<file path="config.mk">
export PLATFORM = sky130hd
export DESIGN_NAME = cen_regbank
export DESIGN_NICKNAME = d
export VERILOG_FILES = /design/src/rtl/cen_pkg.sv /design/src/rtl/cen_lane_mask.sv /design/src/rtl/cen_access_gate.sv /design/src/rtl/cen_enable_core.sv /design/src/rtl/cen_read_port.sv /design/src/rtl/cen_regbank.sv
export SDC_FILE = /design/constraint.sdc
export NUM_CORES = 1
export LEC_CHECK = 0
export CORE_ASPECT_RATIO = 1.5
export CORE_UTILIZATION = 30
export DETAILED_ROUTE_END_ITERATION = 16
export PLACE_DENSITY_LB_ADDON = 0.1
export REMOVE_ABC_BUFFERS = 1
export SETUP_SLACK_MARGIN = 0.5
export SKIP_CTS_REPAIR_TIMING = 1
export SLEW_MARGIN = 20
export SYNTH_ARGS = -nofsm -noshare
export SYNTH_HDL_FRONTEND = slang
export SYNTH_SLANG_ARGS = --single-unit
</file>
<file path="constraint.sdc">
create_clock -name clk -period 5.8 [get_ports clk]
set_clock_uncertainty 0.2 [all_clocks]
set_input_delay 0.87 -clock clk [delete_from_list [all_inputs] [get_ports clk]]
set_output_delay 0.87 -clock clk [all_outputs]
set_load 0.03 [all_outputs]
</file>
<file path="src/rtl/cen_pkg.sv">
package cen_pkg;
  typedef struct packed {
    logic rd_ok;
    logic wr_set_ok;
    logic wr_clr_ok;
    logic undef;
  } gate_t;

  function automatic logic [15:0] apply_update(
      input logic [15:0] cur,
      input logic [15:0] set_m,
      input logic [15:0] clr_m);
    return (cur | set_m) & ~clr_m;
  endfunction
endpackage

</file>
<file path="src/rtl/cen_lane_mask.sv">
module cen_lane_mask #(
  parameter int LANES = 16,
  parameter int LIM_W = 5
) (
  input  logic [LIM_W-1:0] cnt_limit,
  output logic [LANES-1:0] lane_mask
);
  for (genvar i = 0; i < LANES; i++) begin : g_lane
    assign lane_mask[i] = (LIM_W'(i) < cnt_limit);
  end
endmodule

</file>
<file path="src/rtl/cen_access_gate.sv">
module cen_access_gate
  import cen_pkg::*;
#(
  parameter int GRP_W = 4
) (
  input  logic             clk,
  input  logic             rst,
  input  logic             rd_req,
  input  logic             wr_set,
  input  logic             wr_clr,
  input  logic             priv_top,
  input  logic [GRP_W-1:0] grp_count,
  output gate_t            gate,
  output logic             undef_q
);
  logic present;
  logic any_acc;
  logic any_wr;

  always_comb begin
    present        = (grp_count != '0);
    any_wr         = wr_set | wr_clr;
    any_acc        = rd_req | any_wr;
    gate.rd_ok     = present & rd_req;
    gate.wr_set_ok = present & priv_top & wr_set;
    gate.wr_clr_ok = present & priv_top & wr_clr;
    gate.undef     = (any_acc & ~present) | (present & any_wr & ~priv_top);
  end

  always_ff @(posedge clk) begin
    if (rst) undef_q <= 1'b0;
    else     undef_q <= gate.undef;
  end
endmodule

</file>
<file path="src/rtl/cen_enable_core.sv">
module cen_enable_core
  import cen_pkg::*;
#(
  parameter int LANES = 16
) (
  input  logic             clk,
  input  logic             rst,
  input  gate_t            gate,
  input  logic [LANES-1:0] wr_bits,
  input  logic [LANES-1:0] lane_mask,
  output logic [LANES-1:0] state_q,
  output logic [LANES-1:0] cnt_en_q
);
  logic [LANES-1:0] set_m;
  logic [LANES-1:0] clr_m;
  logic [LANES-1:0] nxt;

  for (genvar i = 0; i < LANES; i++) begin : g_bit
    assign set_m[i] = gate.wr_set_ok & wr_bits[i] & lane_mask[i];
    assign clr_m[i] = gate.wr_clr_ok & wr_bits[i] & lane_mask[i];
    assign nxt[i]   = (state_q[i] | set_m[i]) & ~clr_m[i];
  end

  always_ff @(posedge clk) begin
    if (rst) begin
      state_q  <= '0;
      cnt_en_q <= '0;
    end else begin
      state_q  <= nxt;
      cnt_en_q <= nxt & lane_mask;
    end
  end
endmodule

</file>
<file path="src/rtl/cen_read_port.sv">
module cen_read_port #(
  parameter int LANES = 16,
  parameter int REG_W = 64
) (
  input  logic             clk,
  input  logic             rst,
  input  logic             rd_ok,
  input  logic [LANES-1:0] state_q,
  input  logic [LANES-1:0] lane_mask,
  output logic             rd_valid,
  output logic [REG_W-1:0] rd_data
);
  localparam int PAD_W = REG_W - LANES;

  always_ff @(posedge clk) begin
    if (rst) begin
      rd_valid <= 1'b0;
      rd_data  <= '0;
    end else begin
      rd_valid <= rd_ok;
      if (rd_ok) rd_data <= {{PAD_W{1'b0}}, state_q & lane_mask};
      else       rd_data <= '0;
    end
  end
endmodule

</file>
<file path="src/rtl/cen_regbank.sv">
module cen_regbank
  import cen_pkg::*;
#(
  parameter int LANES = 16,
  parameter int REG_W = 64,
  parameter int GRP_W = 4,
  parameter int LIM_W = $clog2(LANES + 1)
) (
  input  logic             clk,
  input  logic             rst,
  input  logic             rd_req,
  input  logic             wr_set,
  input  logic             wr_clr,
  input  logic [REG_W-1:0] wr_data,
  input  logic             priv_top,
  input  logic [GRP_W-1:0] grp_count,
  input  logic [LIM_W-1:0] cnt_limit,
  output logic             rd_valid,
  output logic [REG_W-1:0] rd_data,
  output logic             undef_o,
  output logic [LANES-1:0] cnt_en
);
  gate_t            gate;
  logic [LANES-1:0] lane_mask;
  logic [LANES-1:0] state_q;

  cen_lane_mask #(.LANES(LANES), .LIM_W(LIM_W)) u_mask (
    .cnt_limit (cnt_limit),
    .lane_mask (lane_mask)
  );

  cen_access_gate #(.GRP_W(GRP_W)) u_gate (
    .clk       (clk),
    .rst       (rst),
    .rd_req    (rd_req),
    .wr_set    (wr_set),
    .wr_clr    (wr_clr),
    .priv_top  (priv_top),
    .grp_count (grp_count),
    .gate      (gate),
    .undef_q   (undef_o)
  );

  cen_enable_core #(.LANES(LANES)) u_core (
    .clk       (clk),
    .rst       (rst),
    .gate      (gate),
    .wr_bits   (wr_data[LANES-1:0]),
    .lane_mask (lane_mask),
    .state_q   (state_q),
    .cnt_en_q  (cnt_en)
  );

  cen_read_port #(.LANES(LANES), .REG_W(REG_W)) u_rd (
    .clk       (clk),
    .rst       (rst),
    .rd_ok     (gate.rd_ok),
    .state_q   (state_q),
    .lane_mask (lane_mask),
    .rd_valid  (rd_valid),
    .rd_data   (rd_data)
  );
endmodule

</file>
==> results of run 1 <==
[layer usage]
metal / global-route usage / vias up
li1: - / 915
met5: 0 / -
met1: 0.1538 / 887
met3: 0.02865 / 7
met2: 0.2434 / 81
met4: 0.05769 / 0
[where the power goes]
group / leakage (nW) / switching (mW) / internal [mW]
Sequential: 0.406 / 0.00465 / 0.354
Combinational: 0.689 / 0.0994 / 0.0454
Clock: 0.0573 / 0.107 / 0.138
[critical path: cells and delay by family]
kind / cells / cell delay (ns)
simple gates: 2 / 1.03
buf+inv: 1 / 0.56
compound gates: 2 / 0.23
[through the flow]
stage	power (mW)	util	cells	cell area, um^2
6_report	0.7486	0.4009	402	2935
5_1_grt	0.7909	0.4009	402	2935
4_1_cts	0.7602	0.4000	402	2929
3_5_place_dp	0.5112	0.3847	395	2816
3_3_place_gp	0.5105	0.3847	395	2816
2_1_floorplan	0.4535	-	229	2031
[how the worst max path moves through the flow]
stage / end / slack, ns / cells past startpoint
floorplan: u_core.cnt_en_q[3]$_SDFF_PP0_ / 3.30 / 4
global placement: u_core.state_q[0]$_SDFF_PP0_ / 2.74 / 5
detailed placement: u_rd.rd_data[7]$_SDFF_PP0_ / 2.74 / 4
CTS: u_core.state_q[0]$_SDFF_PP0_ / 3.06 / 5
global route: u_core.cnt_en_q[14]$_SDFF_PP0_ / 2.89 / 5
finish: u_core.state_q[0]$_SDFF_PP0_ / 3.06 / 5
[final cells by class]
class                           instances  area share
Multi-Input combinational cell        170      0.3431
Sequential cell                        50      0.3410
Timing Repair Buffer                   66      0.2234
Tap cell                              100     0.04263
Clock buffer                            6     0.02813
Inverter                                9     0.01151
Clock inverter                          1     0.01023
[logic make-up after synthesis]
logic type      count (synthesis)  share of synthesized area
simple gates                   50                     0.1221
other cells                     1                   0.001633
compound gates                 72                     0.2332
flops                          50                     0.4360
buf+inv                        74                     0.2071
[flip-flops by register name, indices dropped and copies added (netlist names)]
| signal | flops |
|---|---|
| u_gate.undef_q | 1 |
| u_rd.rd_valid | 1 |
| u_core.state_q | 16 |
| u_rd.rd_data | 16 |
| u_core.cnt_en_q | 16 |
[synth_stat cells]
master,count,share of area
a2111oi_1,5,0.022
a21oi_1,21,0.046
or2_2,1,0.0027
buf_2,2,0.0044
a311oi_1,16,0.061
or3_1,1,0.0027
dfxtp_1,50,0.44
nor4bb_1,2,0.0087
a2111oi_0,2,0.0076
nor4_1,1,0.0027
and3_1,17,0.046
buf_6,2,0.0098
nand3_1,2,0.0044
and3_4,1,0.0049
inv_1,9,0.015
conb_1,1,0.0016
buf_4,48,0.16
a211oi_1,1,0.0033
clkbuf_1,13,0.021
nor2_1,6,0.0098
or4_4,1,0.0049
a2111oi_2,6,0.039
nand2b_1,1,0.0027
nor3_1,2,0.0044
a31oi_1,16,0.044
nand2_1,13,0.021
nor3b_1,1,0.0033
or4_1,1,0.0033
o21ai_0,5,0.011
==> results.md, run 1 <==
- Status: finished, final reports clean
- Register Area: 1001 um^2
- Syn_area_per_cell: 9.295 um^2
- Port buffer count: 64
- P&R area growth vs syn: 27.85%
- Met1 Wirelength: 2.070 mm
- Commonest non-fill, non-tap cell in the layout: clkdlybuf4s50_1
- Period utilization: 0.4724
- Setup crit end kind: register
- CTS max path bufs: 2
- I/O pin count: 161
- Yosys reg bits: 50
- Max-Cap Viols: 0
- Most frequent cells in the layout: clkdlybuf4s50_1 (64), dfxtp_1 (50), conb_1 (48)
- Worst Hold Slack: 0.2980 ns
- Worst hold stages: 1
- Vias/cell: 4.701
- GRT Util Overall: 0.1362
- WL met2: 2.615 mm
- CP max stage delay: 0.69 ns
- CORE AREA: 7322 um^2
- Peak supply drop: 116.3 uV
- Gate Count Post-Synth: 247
- Worst Hold Path EP: u_rd.rd_data[9]$_SDFF_PP0_
- Worst hold path type: reg2reg
- Count of final setup violators: 0
- DRC Markers: 0
- Power Density: 255.0 nW/um^2
- First drt pass iteration count: 4
- Max Clk Rate: 0.3650 GHz
- Multi-input gate area: 1007 um^2
- Crit. Startpoint: cnt_limit[4]
- Detail Placement HPWL: 3.485 mm
- Final WL: 5.074 mm
- Gpl congestion: 0.6854
- Synthesis Warnings: 0
- Pin count of the biggest net entering global routing: 35
- CP cell instances: clkdlybuf4s50_1 -> or4_1 -> or2_2 -> a31oi_1 -> a311oi_1
- Lkg Pwr: 1.153 nW
- Congestion Overflow GR: 0
- Clock sink count: 50
- Netlist cell types: 29
- Number of core rows: 38
- Element type at the critical path start: input port
- Slowest cell on the critical path: or4_1
- Reg2Reg Depth: 2
- Diodes inserted: 0
- Die width: 73.43 um
- Final Net Count: 381
- Fin crit period: 2.740 ns
- Crit-path max FO: 10
- CTS tree: built
- Share of layout cells above drive strength 1: 0.06291
- Routed length per instance: 12.62 um
- Worst hold start: u_core.state_q[9]$_SDFF_PP0_
- Slew headroom: 0.5208
- First-pass GRT wire length: 8.300 mm
- Setup WS pre-CTS: 2.745 ns
- Final Hold Fails: 0
- Slew @ Worst Pin: 0.7180 ns
- Die area: 8015 um^2
- Root Driver: clkbuf_8
- Antenna violations before repair: 0
- Final setup TNS: 0 ns
- CTS buffer count: 5
- Worst-path clk slew: 0.08 ns
- Critical path class: in2reg
- Worst-Skew Late Latency: 0.29 ns
- Via count of the first global-routing pass: 1,705
- End of the worst register-to-register path: u_core.cnt_en_q[5]$_SDFF_PP0_
- Final slew viol count: 0
- Post-Syn Area: 2296 um^2
- WP data arrival: 2.70 ns
- Seq/Total Area, Yosys: 0.4360
- RSZ-0062 raised after global routing: no
- Initial DRC Count: 67
- Post-DRT Antenna Nets: 0
- Fillcell total: 770
- Critical path required time: 5.76 ns
- R2R Setup Slk: 4.69 ns
- H-tree depth: 2
- Die H: 109.1 um
- Initial Util: 0.3136
- Top layer in use: met4
- Metal3 WL: 296 um
- Reg2Reg Launch Point: u_core.state_q[5]$_SDFF_PP0_
- Via count: 1,890
- PnR worst setup slack: 3.060 ns
Power figures use the tool's default switching activity.
==> run 2: changes to the inputs <==
==> constraint.sdc (replaced) <==
create_clock -name clk -period 2.8 [get_ports clk]
set_clock_uncertainty 0.2 [all_clocks]
set_input_delay 0.42 -clock clk [delete_from_list [all_inputs] [get_ports clk]]
set_output_delay 0.42 -clock clk [all_outputs]
set_load 0.03 [all_outputs]
==> run 2 against run 1 <==
Net effect:
- combinational power grew 110%
- flip-flop and latch count is the same
- register-to-register slack lost 3.0 ns
- non-clock buffer count grew 4
- via count shrank 1.1%
- total power grew 95%
- first-iteration DRC count grew 31%
- largest power group unchanged
- critical endpoint is now u_core.cnt_en_q[5]$_SDFF_PP0_
- setup slack lost 2.5 ns
- clock power grew 66%
==> results.md, run 2 (synthesis gave the netlist of run 1 again) <==
- Status: finished, final reports clean (unchanged)
- Tot Pwr: 1.457 mW (was 0.7486 mW)
- Count of final setup violators: 0 (unchanged)
- Root Driver: clkbuf_8 (unchanged)
- WP data arrival: 2.18 ns (was 2.70 ns)
- Worst hold path type: reg2reg (unchanged)
- Crit. Startpoint: grp_count[1] (was cnt_limit[4])
- Worst hold start: u_core.state_q[4]$_SDFF_PP0_ (was u_core.state_q[9]$_SDFF_PP0_)
- Placed inst area: 2846 um^2 (was 2816 um^2)
- Worst-path clk slew: 0.09 ns (was 0.08 ns)
- Gpl congestion: 0.6995 (was 0.6854)
- Fillcell total: 789 (was 770)
- Slew headroom: 0.5309 (was 0.5208)
- CORE AREA: 7322 um^2 (unchanged)
- P&R area growth vs syn: 27.96% (was 27.85%)
- Antenna violations before repair: 0 (unchanged)
- Crit-path max FO: 32 (was 10)
- Initial Util: 0.3136 (unchanged)
- Initial DRC Count: 88 (was 67)
- Worst-Skew Late Latency: 0.30 ns (was 0.29 ns)
- Share of layout cells above drive strength 1: 0.07516 (was 0.06291)
- Metal3 WL: 366 um (was 296 um)
- Pint: 1.004 mW (was 0.5375 mW)
- Lkg Pwr: 1.153 nW (about the same)
- Switching fraction of total power: 0.3110 (was 0.2820)
- Combinational share of power: 0.211 (was 0.194)
- Final setup TNS: 0 ns (unchanged)
- Most frequent cells in the layout: clkdlybuf4s50_1 (64), dfxtp_1 (50), conb_1 (48) (unchanged)
- CTS max path bufs: 2 (unchanged)
- CTS tree: built (unchanged)
- Via count of the first global-routing pass: 1,698 (was 1,705)
- Clock sink count: 50 (unchanged)
- WL met2: 2.667 mm (was 2.615 mm)
- Final Net Count: 385 (was 381)
- Largest registers: u_core.cnt_en_q x16, u_core.state_q x16, u_rd.rd_data x16 (unchanged)
- Routed length per instance: 13.01 um (was 12.62 um)
- Top layer in use: met4 (unchanged)
- Diodes inserted: 0 (unchanged)
- Peak supply drop: 228.1 uV (was 116.3 uV)
- R2R Setup Slk: 1.71 ns (was 4.69 ns)
- Met1 Wirelength: 2.157 mm (was 2.070 mm)
- Critical path class: in2reg (unchanged)
- Final Core Density: 0.4012 (was 0.4009)
- Critical path required time: 2.78 ns (was 5.76 ns)
- Post-DRT Antenna Nets: 0 (unchanged)
- Detail Placement HPWL: 3.644 mm (was 3.485 mm)
- Fin crit period: 2.203 ns
- Vias/cell: 4.606 (was 4.701)
- Die H: 109.1 um (unchanged)
- Commonest non-fill, non-tap cell in the layout: clkdlybuf4s50_1 (unchanged)
- Power Density: 495.9 nW/um^2 (was 255.0 nW/um^2)
- Final Cell Area: 2938 um^2 (was 2935 um^2)
- Element type at the critical path start: input port (unchanged)
- Final Hold Fails: 0 (unchanged)
- Congestion Overflow GR: 0 (unchanged)
- Die width: 73.43 um (unchanged)
- Setup crit end kind: register (unchanged)
- GRT Util Overall: 0.1352 (was 0.1362)
- DRC Markers: 0 (unchanged)
- Port buffer count: 64 (unchanged)
- Max Clk Rate: 0.4539 GHz
- Pin count of the biggest net entering global routing: 34 (was 35)
- Slew @ Worst Pin: 0.7029 ns (was 0.7180 ns)
- Net Sw Power: 0.4530 mW (was 0.2111 mW)
- Flop pwr share: 0.510 (was 0.479)
- Clock group share of total power: 0.279 (was 0.327)
- First drt pass iteration count: 4 (unchanged)
- First-pass GRT wire length: 8.204 mm (was 8.300 mm)
- Via count: 1,870 (was 1,890)
- Reg2Reg Launch Point: u_core.state_q[5]$_SDFF_PP0_ (unchanged)
- Final WL: 5.284 mm (was 5.074 mm)
- Number of core rows: 38 (unchanged)
- H-tree depth: 2 (unchanged)
- Die area: 8015 um^2 (unchanged)
- Period utilization: 0.7869
- I/O pin count: 161 (unchanged)
- CTS buffer count: 5 (unchanged)
- RSZ-0062 raised after global routing: yes (was no)
- Final slew viol count: 0 (unchanged)
- Max-Cap Viols: 0 (unchanged)
-- run 2: area by class of cell --
class	count	area, um^2	area share
clock buffers	6	72.57	0.02470
flip-flops and latches	50	1001	0.3407
clock inverters	1	7.507	0.002555
repair buffers	70	685.7	0.2334
multi-input cells	170	1012	0.3445
inverters	9	33.78	0.01150
well taps	100	125.1	0.04259
-- run 2: path summary, 6_finish.rpt --
path	end	cells past startpoint
max	u_core.cnt_en_q[5]$_SDFF_PP0_	4
min	u_rd.rd_data[4]$_SDFF_PP0_	1
max reg2reg	u_core.cnt_en_q[5]$_SDFF_PP0_	2
min reg2reg	u_rd.rd_data[4]$_SDFF_PP0_	1
-- run 2: worst max-delay path, stage by stage --
cell,delay (ns)
clkdlybuf4s50_1,0.42
or4_4,0.54
and3_4,0.33
a2111oi_1,0.46
-- run 2: per-layer routing --
layer / vias up / GRT usage
met4: 0 / 0.05769
met5: - / 0
met3: 6 / 0.03420
met1: 861 / 0.1503
li1: 924 / -
met2: 79 / 0.2401
-- run 2: per-stage QoR --
stage	setup WS, ns	instances	hold WS, ns
after floorplan	0.7489	229	0.2737
after global placement	0.2312	399	0.2839
after detailed placement	0.2013	399	0.2855
after CTS	0.5229	406	0.2981
after global routing	0.4965	406	0.3099
final	0.5967	406	0.2964
-- run 2: power by group through the flow --
stage | logic [mW] | clock network [mW] | registers, mW
5_1_grt | 0.330 | 0.449 | 0.746
6_report | 0.307 | 0.407 | 0.743
3_5_place_dp | 0.305 | 0 | 0.760
3_3_place_gp | 0.303 | 0 | 0.759
4_1_cts | 0.305 | 0.421 | 0.743
2_1_floorplan | 0.155 | 0 | 0.785
==> run 3: changes to the inputs <==
==> constraint.sdc (replaced) <==
create_clock -name clk -period 2.16 [get_ports clk]
set_clock_uncertainty 0.2 [all_clocks]
set_input_delay 0.324 -clock clk [delete_from_list [all_inputs] [get_ports clk]]
set_output_delay 0.324 -clock clk [all_outputs]
set_load 0.03 [all_outputs]
==> run 3 against run 2 <==
Net effect:
- total power increased by 43%
- via count increased by 9.5%
- critical path depth increased by 1
- global-route usage increased by 0.62 points
- flip-flop and latch count unchanged
- largest cell class unchanged
- largest power group unchanged
- highest routed layer unchanged
==> results.md, run 3 (synthesis gave the netlist of run 1 again) <==
- Status: finished, final reports clean (unchanged)
- Routed length per instance: 15.16 um (was 13.01 um)
- Setup WS pre-CTS: -0.2557 ns (was 0.2013 ns)
- Count of final setup violators: 0 (unchanged)
- Final Net Count: 409 (was 385)
- Crit-path max FO: 8 (was 32)
- CTS tree: built (unchanged)
- Placed insts: 417 (was 399)
- Period utilization: 0.7986
- DRC Markers: 0 (unchanged)
- RSZ-0062 raised after global routing: yes (unchanged)
- Post-Layout Cell Count: 431 (was 406)
- Largest registers: u_core.cnt_en_q x16, u_core.state_q x16, u_rd.rd_data x16 (unchanged)
- Element type at the critical path start: input port (unchanged)
- Reg2Reg Depth: 2 (unchanged)
- Die area: 8015 um^2 (unchanged)
- Worst-path clk slew: 0.09 ns (about the same)
- Diodes inserted: 0 (unchanged)
- Fillcell total: 720 (was 789)
- Most frequent cells in the layout: dfxtp_1 (50), conb_1 (48), dlymetal6s2s_1 (42) (was clkdlybuf4s50_1 (64), dfxtp_1 (50), conb_1 (48))
- Critical path class: in2reg (unchanged)
- Max-Cap Viols: 0 (unchanged)
- CORE AREA: 7322 um^2 (unchanged)
- Die width: 73.43 um (unchanged)
- Die H: 109.1 um (unchanged)
- CTS max path bufs: 2 (unchanged)
- Setup crit end kind: register (unchanged)
- Worst hold start: wr_set (was u_core.state_q[4]$_SDFF_PP0_)
- Fin crit period: 1.725 ns
- Port buffer count: 64 (unchanged)
- GRT Util Overall: 0.1414 (was 0.1352)
- Congestion Overflow GR: 0 (unchanged)
- Peak supply drop: 305.8 uV (was 228.1 uV)
- Tot Pwr: 2.080 mW (was 1.457 mW)
- I/O pin count: 161 (unchanged)
- Power Density: 551.6 nW/um^2 (was 495.9 nW/um^2)
- GR Layer Usage met1: 0.1614 (was 0.1503)
- Initial Util: 0.3136 (unchanged)
- Gpl congestion: 0.7800 (was 0.6995)
- P&R area growth vs syn: 64.25% (was 27.96%)
- Antenna violations before repair: 0 (unchanged)
- Share of layout cells above drive strength 1: 0.2900 (was 0.07516)
- Worst hold stages: 5 (was 1)
- PnR worst setup slack: 0.4350 ns (was 0.5967 ns)
- CTS buffer count: 5 (unchanged)
- WP data arrival: 1.73 ns (was 2.18 ns)
- Final WL: 6.536 mm (was 5.284 mm)
- Detail Placement HPWL: 3.828 mm (was 3.644 mm)
- First drt pass iteration count: 4 (unchanged)
- Grt met2 use: 0.2540 (was 0.2401)
- Grt met3 use: 0.02680 (was 0.03420)
- Root Driver: clkbuf_8 (unchanged)
- Via count: 2,047 (was 1,870)
- Critical path required time: 2.16 ns (was 2.78 ns)
- Clock sink count: 50 (unchanged)
- Final slew viol count: 0 (unchanged)
- Reg2Reg Launch Point: u_core.state_q[11]$_SDFF_PP0_ (was u_core.state_q[5]$_SDFF_PP0_)
- First-pass GRT wire length: 8.645 mm (was 8.204 mm)
- Top Usage Layer GRT: met2 (unchanged)
- Max Clk Rate: 0.5797 GHz
- Lkg Pwr: 2.101 nW (was 1.153 nW)
- Worst Hold Path EP: u_gate.undef_q$_SDFF_PP0_ (was u_rd.rd_data[4]$_SDFF_PP0_)
- Vias/cell: 4.749 (was 4.606)
- Worst-Skew Late Latency: 0.30 ns (about the same)
- Initial DRC Count: 54 (was 88)
- End of the worst register-to-register path: u_core.cnt_en_q[11]$_SDFF_PP0_ (was u_core.cnt_en_q[5]$_SDFF_PP0_)
- Commonest non-fill, non-tap cell in the layout: dfxtp_1 (was clkdlybuf4s50_1)
- Post-DRT Antenna Nets: 0 (unchanged)
- Pin count of the biggest net entering global routing: 34 (unchanged)
- R2R Setup Slk: 1.09 ns (was 1.71 ns)
- Via count of the first global-routing pass: 1,808 (was 1,698)
- Number of core rows: 38 (unchanged)
- Final Hold Fails: 0 (unchanged)
- Worst hold path type: in2reg (was reg2reg)
- H-tree depth: 2 (unchanged)
==> run 3: worst max-delay path: stages <==
cell       delay [ns]
buf_6            0.09
or4_4            0.56
and3_4           0.29
buf_12           0.18
a2111oi_4        0.28
==> run 3: cell type report <==
cell class                      count  area, um^2  area share
Multi-Input combinational cell    171        1449      0.3842
Timing Repair Buffer               93        1071      0.2840
Sequential cell                    50        1001      0.2654
Tap cell                          100       125.1     0.03318
Clock buffer                        7       86.33     0.02289
Inverter                            9       33.78    0.008958
Clock inverter                      1       5.005    0.001327
==> run 3: worst max-delay path by stage <==
stage,startpoint,to,slack (ns),depth (start not counted)
floorplan,grp_count[1],u_core.cnt_en_q[3]$_SDFF_PP0_,0.20,4
global placement,grp_count[0],u_rd.rd_data[0]$_SDFF_PP0_,-0.24,5
detailed placement,grp_count[0],u_rd.rd_data[0]$_SDFF_PP0_,-0.26,5
CTS,grp_count[0],u_rd.rd_data[0]$_SDFF_PP0_,0.06,5
global route,grp_count[2],u_core.cnt_en_q[3]$_SDFF_PP0_,0.41,5
finish,grp_count[2],u_core.cnt_en_q[3]$_SDFF_PP0_,0.43,5
==> run 3: metal layers <==
metal  up-vias  part of all wire
met5         -                 0
met1       981              0.40
met3        10             0.052
met4         0             0.018
li1        972                 -
met2        84              0.53
==> run 3: per-stage QoR <==
step           hold WS, ns  area [um^2]    util  setup TNS (ns)
2_1_floorplan       0.1929         2031       -               0
3_3_place_gp        0.2798         3007  0.4106          -8.216
3_5_place_dp        0.2897         3007  0.4106          -8.549
4_1_cts             0.3026         3098  0.4231               0
5_1_grt             0.2810         3771  0.5150               0
6_report            0.2764         3771  0.5150               0
==> run 3: power by group <==
group	switching [mW]	internal, mW
Clock	0.302	0.259
Combinational	0.346	0.205
Sequential	0.0172	0.951
Total	0.666	1.41
